### src/rtl/alu4_pkg.sv
package alu4_pkg;
    localparam int DATA_W = 4;
    localparam int CODE_W = 4;

    // Flag bit positions inside the condition vector
    localparam int FLG_N = 3;
    localparam int FLG_Z = 2;
    localparam int FLG_V = 1;
    localparam int FLG_C = 0;

    typedef enum logic [CODE_W-1:0] {
        OP_ADD  = 4'd0,
        OP_SUB  = 4'd1,
        OP_AND  = 4'd2,
        OP_OR   = 4'd3,
        OP_INV  = 4'd4,
        OP_COPY = 4'd5
    } alu_op_e;

    typedef enum logic [1:0] {
        LG_AND  = 2'd0,
        LG_OR   = 2'd1,
        LG_INV  = 2'd2,
        LG_COPY = 2'd3
    } logic_sel_e;
endpackage

### src/rtl/alu4_arith.sv
module alu4_arith #(
    parameter int W = 4
) (
    input  logic [W-1:0] a,
    input  logic [W-1:0] b,
    input  logic         do_sub,
    output logic [W-1:0] sum,
    output logic         carry,
    output logic         ovf
);
    logic [W:0]   wide;
    logic [W-1:0] low;
    logic         into_msb;

    always_comb begin
        if (do_sub) begin
            wide = {1'b0, a} - {1'b0, b};
            low  = {1'b0, a[W-2:0]} - {1'b0, b[W-2:0]};
        end else begin
            wide = {1'b0, a} + {1'b0, b};
            low  = {1'b0, a[W-2:0]} + {1'b0, b[W-2:0]};
        end
        into_msb = low[W-1];
        sum      = wide[W-1:0];
        carry    = wide[W];
        // carry (or borrow) into the top bit differing from the one out of it
        ovf      = into_msb ^ wide[W];
    end
endmodule

### src/rtl/alu4_logic.sv
module alu4_logic
    import alu4_pkg::*;
#(
    parameter int W = 4
) (
    input  logic [W-1:0] a,
    input  logic [W-1:0] b,
    input  logic_sel_e   sel,
    output logic [W-1:0] y
);
    always_comb begin
        unique case (sel)
            LG_AND:  y = a & b;
            LG_OR:   y = a | b;
            LG_INV:  y = ~a;
            LG_COPY: y = a;
            default: y = '0;
        endcase
    end
endmodule

### src/rtl/alu4_flags.sv
module alu4_flags
    import alu4_pkg::*;
#(
    parameter int W = 4
) (
    input  logic [W-1:0] res,
    input  logic         arith_en,
    input  logic         ovf,
    input  logic         carry,
    output logic [3:0]   flags
);
    always_comb begin
        flags        = '0;
        flags[FLG_N] = res[W-1];
        flags[FLG_Z] = ~|res;
        flags[FLG_V] = arith_en & ovf;
        flags[FLG_C] = arith_en & carry;
    end
endmodule

### src/rtl/alu4_nzvc.sv
module alu4_nzvc
    import alu4_pkg::*;
(
    input  logic [DATA_W-1:0] opnd_a,
    input  logic [DATA_W-1:0] opnd_b,
    input  logic [CODE_W-1:0] op_code,
    output logic [DATA_W-1:0] alu_result,
    output logic [3:0]        cc_flags
);
    logic [DATA_W-1:0] ar_sum;
    logic [DATA_W-1:0] lg_y;
    logic              ar_carry;
    logic              ar_ovf;
    logic              is_arith;
    logic              is_logic;
    logic              is_sub;
    logic_sel_e        lg_sel;

    always_comb begin
        is_arith = 1'b0;
        is_logic = 1'b0;
        is_sub   = 1'b0;
        lg_sel   = LG_AND;
        case (op_code)
            OP_ADD:  is_arith = 1'b1;
            OP_SUB:  begin is_arith = 1'b1; is_sub = 1'b1; end
            OP_AND:  begin is_logic = 1'b1; lg_sel = LG_AND;  end
            OP_OR:   begin is_logic = 1'b1; lg_sel = LG_OR;   end
            OP_INV:  begin is_logic = 1'b1; lg_sel = LG_INV;  end
            OP_COPY: begin is_logic = 1'b1; lg_sel = LG_COPY; end
            default: ;
        endcase
    end

    alu4_arith #(.W(DATA_W)) u_arith (
        .a      (opnd_a),
        .b      (opnd_b),
        .do_sub (is_sub),
        .sum    (ar_sum),
        .carry  (ar_carry),
        .ovf    (ar_ovf)
    );

    alu4_logic #(.W(DATA_W)) u_logic (
        .a   (opnd_a),
        .b   (opnd_b),
        .sel (lg_sel),
        .y   (lg_y)
    );

    always_comb begin
        if (is_arith)      alu_result = ar_sum;
        else if (is_logic) alu_result = lg_y;
        else               alu_result = '0;
    end

    alu4_flags #(.W(DATA_W)) u_flags (
        .res      (alu_result),
        .arith_en (is_arith),
        .ovf      (ar_ovf),
        .carry    (ar_carry),
        .flags    (cc_flags)
    );

    always_comb begin
        assert_zero_flag_R7: assert (cc_flags[FLG_Z] == (alu_result == '0))
            else $error("Z flag disagrees with result");
        assert_sign_flag_R7: assert (cc_flags[FLG_N] == alu_result[DATA_W-1])
            else $error("N flag disagrees with result sign");
        if (op_code > OP_SUB) begin
            assert_no_arith_flags_R8: assert (cc_flags[FLG_V:FLG_C] == 2'b00)
                else $error("V/C set on non-arithmetic code");
        end
        if (op_code == OP_ADD) begin
            assert_add_overflow_R3: assert (cc_flags[FLG_V] ==
                ((opnd_a[DATA_W-1] == opnd_b[DATA_W-1]) &&
                 (alu_result[DATA_W-1] != opnd_a[DATA_W-1])))
                else $error("add overflow rule broken");
        end
        if (op_code == OP_SUB) begin
            assert_sub_overflow_R4: assert (cc_flags[FLG_V] ==
                ((opnd_a[DATA_W-1] != opnd_b[DATA_W-1]) &&
                 (alu_result[DATA_W-1] != opnd_a[DATA_W-1])))
                else $error("subtract overflow rule broken");
        end
    end
endmodule

### config.mk
export PLATFORM = sky130hd
export DESIGN_NAME = alu4_nzvc
export DESIGN_NICKNAME = d
export VERILOG_FILES = /design/src/rtl/alu4_pkg.sv /design/src/rtl/alu4_arith.sv /design/src/rtl/alu4_logic.sv /design/src/rtl/alu4_flags.sv /design/src/rtl/alu4_nzvc.sv
export SDC_FILE = /design/constraint.sdc
export NUM_CORES = 1
export LEC_CHECK = 0
export ABC_AREA = 1
export BUFFER_PORTS_ARGS = -buffer_cell sky130_fd_sc_hd__buf_2
export CORE_MARGIN = 2
export CORE_UTILIZATION = 30
export DETAILED_ROUTE_END_ITERATION = 16
export PLACE_DENSITY = 0.58
export SETUP_SLACK_MARGIN = 0.5
export SYNTH_ARGS = -nofsm -noshare
export SYNTH_HDL_FRONTEND = slang
export SYNTH_HIERARCHICAL = 1
export SYNTH_SLANG_ARGS = --single-unit
### constraint.sdc
create_clock -name vclk -period 5.21
set_input_delay 0.7815 -clock vclk [all_inputs]
set_output_delay 0.7815 -clock vclk [all_outputs]
set_load 0.02 [all_outputs]
; ---- Word level (Yosys, flattened, before mapping)
; Index checks and enable logic that the tools add are counted.
; Widths: inputs -> output; s select.
[op_classes]
bitwise_logic = 6
muxes = 9
eq_ne = 8
n_reduce_logical = 6
add_sub_neg = 4
[ops]
columns = cell, n
row1 = $pmux 4 s4, 1
row2 = $mux 4, 3
row3 = $eq 4x2->1 const B, 2
row4 = $eq 4x3->1 const B, 2
row5 = $reduce_or 4->1, 2
row6 = $pmux 2 s3, 1
row7 = $add 4x4->5, 1
row8 = $mux 5, 1
row9 = $sub 4x4->5, 1
row10 = $add 3x3->4, 1
row11 = $and 4x4->4, 1
row12 = $eq 2x2->1 const B, 2
row13 = $eq 4x1->1 const B, 1
row14 = $logic_not 4->1, 1
row15 = $not 4->4, 1
row16 = $or 4x4->4, 1
row17 = $sub 3x3->4, 1
row18 = $mux 1, 3
row19 = $and 1x1->1, 2
row20 = $eq 2x1->1 const B, 1
row21 = $logic_not 2->1, 1
row22 = $reduce_or 2->1, 1
row23 = $logic_not 1->1, 1
row24 = $xor 1x1->1, 1
[totals]
inputBits = 12
reg_bits = 0
wordCells = 33
output_inout_bits = 8

; ---- Longest topological paths before layout
[logic_depth]
ltp_word = 8
depth_mapped = 17
depth_no_buf = 17

; ---- By module
; The synthesis kept the hierarchy.
[by_module_without_submodules]
columns = module, cells_each, instances, seq_area_each_um2, area_per_inst_um2
row1 = alu4_arith, 59, 1, 0.0, 336.6
row2 = alu4_logic, 34, 1, 0.0, 135.1
row3 = alu4_nzvc, 23, 1, 0.0, 106.4
row4 = alu4_flags, 12, 1, 0.0, 48.8

; ---- Worst setup path after synthesis
; OpenSTA, ideal clock, no wires.
[synth_path]
path_kind = input -> output
start = input op_code[3]
end = output cc_flags[2]
stages = 16
arrival_ns = 3.014
n_path_buf = 0
slack_ns = 1.415
t_required_ns = 4.429
cell_sequence = nor2_2 inv_2 nor3_1 inv_2 nand2_1 o21ai_1 ha_1 nand2_1 nand2_2 nor2_2 xnor2_1 nand2_1 nand2_1 inv_1 nand2_1 nor2_1
[synth_via]
word_cells_on_any_way = 22
classes_between = 8 x eq/ne / 8 x mux / 6 x reduce/logical
[synth_rtl]
columns = element, line_no
row1 = from (decl), alu4_nzvc.sv:6  ; input logic [CODE_W-1:0] op_code,
row2 = $eq 4x1->1, alu4_nzvc.sv:24  ; case (op_code)
row3 = $mux 1, alu4_nzvc.sv:24
row4 = named net is_sub, alu4_nzvc.sv:16  ; logic is_sub;
row5 = $mux 5, alu4_arith.sv:16  ; if (do_sub) begin
row6 = named net ar_sum[3], alu4_nzvc.sv:10  ; logic [DATA_W-1:0] ar_sum;
row7 = $mux 4, alu4_nzvc.sv:52  ; if (is_arith) alu_result = ar_sum;
row8 = named net alu_result[3], alu4_nzvc.sv:7  ; output logic [DATA_W-1:0] alu_result,
row9 = $reduce_or 4->1, alu4_flags.sv:15  ; flags[FLG_Z] = ~|res;
row10 = $logic_not 1->1, alu4_flags.sv:15
row11 = to (decl), alu4_nzvc.sv:8  ; output logic [3:0] cc_flags
; The timed path passes the listed nets, and every way through them passes these cells.

; ---- Worst setup path in the final report
[layout_path]
start = input op_code[3]
end = output cc_flags[2]
[layout_via]
word_cells_on_any_way = 22
classes_between = 8 x eq/ne / 8 x mux / 6 x reduce/logical
[layout_rtl]
columns = element, line_no
row1 = $eq 4x1->1, alu4_nzvc.sv:24
row2 = $mux 1, alu4_nzvc.sv:24
row3 = named net is_sub, alu4_nzvc.sv:16
row4 = $mux 5, alu4_arith.sv:16
row5 = named net ar_sum[3], alu4_nzvc.sv:10
row6 = $mux 4, alu4_nzvc.sv:52
row7 = $reduce_or 4->1, alu4_flags.sv:15
row8 = $logic_not 1->1, alu4_flags.sv:15
; The timed path passes the listed nets, and every way through them passes these cells.

==> impl_metrics.ini <==
[outcome]
outcome = finished clean

[worst_setup_path]
start_kind = input port
criticalPathCategory = in2out
cp-end-kind = primary output
max_stage_delay_ns = 0.60
cp.arrival_ns = 3.20
path_common_cell = nand2_1
crit_chain = buf_2 -> nor2_2 -> inv_2 -> nor3_1 -> inv_2 -> nand2_1 -> o21ai_1 -> ha_1 -> nand2_1 -> nand2_2 -> nor2_2 -> xnor2_1 -> nand2_1 -> nand2_1 -> inv_1 -> nand2_1 -> nor2_1 -> buf_2
cp.required_ns = 4.43
crit_path_max_fanout = 5
cpMaxStageDelayCell = nor3_1

[power]
ir_drop_mv = 0.04798
finalPower_mw = 0.08766
p_int_mw = 0.03315
cellLeakagePower_nw = 0.5042
clkPwrFrac_pct = 0
switchingPower_mw = 0.05451
seqPwrFrac_pct = 0
pwr-share-comb_pct = 100.0
powerDensity_nw_per_um2 = 116.4
swShare_pct = 62.19

[global_route]
overflow = 0
grt_max_degree = 9
antenna_found_initial = 0
grt_usage_pct = 11.81
grt_pass1_wl_mm = 2.442
grt_pass1_vias = 626

[timing]
period_share_pct = 76.48
finalHoldWorstSlack_ns = 1.999
maxSlewHeadroom_pct = 47.66
fmax_mhz = 251.0
fin_ws_ns = 1.226
rsz0062_at_grt = no
slew_violations = 0
fin_tns_setup_ns = 0
tightest_slew_ns = 0.7791
hold_viol = 0
setup_viol = 0
period_minus_slack_ns = 3.984

[cells_and_area]
nets = 167
register_area_um2 = 0
antenna_cells = 0
drive_gt1_share_pct = 27.21
final.clkbuf_count = 0
seq_cell_count = 0
fill_cells = 251
multi_input_area_um2 = 529.3
final_common_cell = nand2_1
instances_no_fill = 174
synthToLayoutAreaGrowth_pct = 20.16
final_cell_mix = nand2_1, buf_2, inv_1

[floorplan]
io_pins = 20
core_area_um2 = 1962
rows = 16
die_h_um = 49.71
die_area_um2 = 2471
fp.dieW_um = 49.71
initial_utilization_pct = 31.95

[cts]
cts-resized-gates = 0
postCtsHoldBufs = 0
postCtsSetupBuffers = 0

[synthesis]
synth_fp_nets = 146
syn_area_um2 = 626.9
netlist-cell-type-count = 18
syn_inst = 128
ys_seq_area_share_pct = 0
synth_warnings = 6
avgSynthCellArea_um2 = 4.897

[routing]
routed_wl_mm = 1.398
drt_first_pass_iters = 4
final_antenna_net_count = 0
wire_per_inst_um = 8.034
drt_iter0_drc = 12
vias = 732
drt-vias-per-instance = 4.207
drc_errors = 0

[placement]
place_congestion = 0.7850
io_buffers = 20
dpl_worst_slack_ns = 1.210
dp.cells = 174
dp.final_hpwl_mm = 1.260

[flow_run]
maxCapViolCount = 0

[worst_hold_path]
worstHoldPathType = in2out
==> per-layer routing <==
layer / global-route usage [%] / wire length [µm]
met1: 16.51 / 712
met2: 21.33 / 640
met3: 0.3030 / 44
met4: 0 / 0
met5: 0 / 0
==> final timing paths <==
kind	startpoint	to	slack [ns]	cells after the start
worst max-delay path	op_code[3]	cc_flags[2]	1.23	18
worst min-delay path	op_code[1]	cc_flags[0]	2.00	5
==> critical path: cells and delay by family <==
| family | cells | cell delay [ns] |
|---|---|---|
| adders and majority gates | 1 | 0.34 |
| and+or+nand+nor | 10 | 1.41 |
| AOI/OAI and AO/OA | 1 | 0.06 |
| xor gates and xnor gates | 1 | 0.13 |
| buffers and inverters | 5 | 0.46 |
==> logic make-up (layout without fill, tap and decap cells) <==
group / after synthesis / after routing / synth area share, %
fa+ha+maj: 6 / 6 / 13.17
compound gates: 6 / 6 / 7.187
xor+xnor: 4 / 4 / 5.590
simple gates: 87 / 87 / 58.48
buf+inv: 25 / 44 / 15.57
==> cell type report <==
type                            count  area share [%]
Tap cell                           27           4.485
Inverter                           24           11.96
Timing Repair Buffer               20           13.29
Multi-Input combinational cell    103           70.27
==> power groups by stage <==
stage	clock network [mW]	registers (mW)	logic, mW
after floorplan	0	0	0.0672
final	0	0	0.0877
after global placement	0	0	0.0877
after detailed placement	0	0	0.0883
after CTS	0	0	0.0888
after global routing	0	0	0.102
==> through the flow <==
stage | util, % | cell area, µm²
3_5_place_dp | 38.39 | 753.2
4_1_cts | 38.39 | 753.2
2_1_floorplan | - | 626.9
5_1_grt | 38.39 | 753.2
3_3_place_gp | 38.39 | 753.2
6_report | 38.39 | 753.2
==> synthesized netlist by cell type <==
cell type,count,area [µm²]
inv_1,17,63.81
o21ai_1,2,10.01
nor2_4,1,11.26
nor2_2,4,25.02
inv_2,7,26.28
nor3_1,1,5.000
xor2_1,3,26.28
a21oi_1,2,10.01
a21oi_2,1,8.760
nand3_1,5,25.02
nand2_2,6,37.54
nand2_1,65,244.0
fa_1,1,20.02
nor2_1,5,18.77
xnor2_1,1,8.760
buf_4,1,7.510
ha_1,5,62.56
a21oi_4,1,16.27
Note: power is estimated with default switching activity, not from simulation.
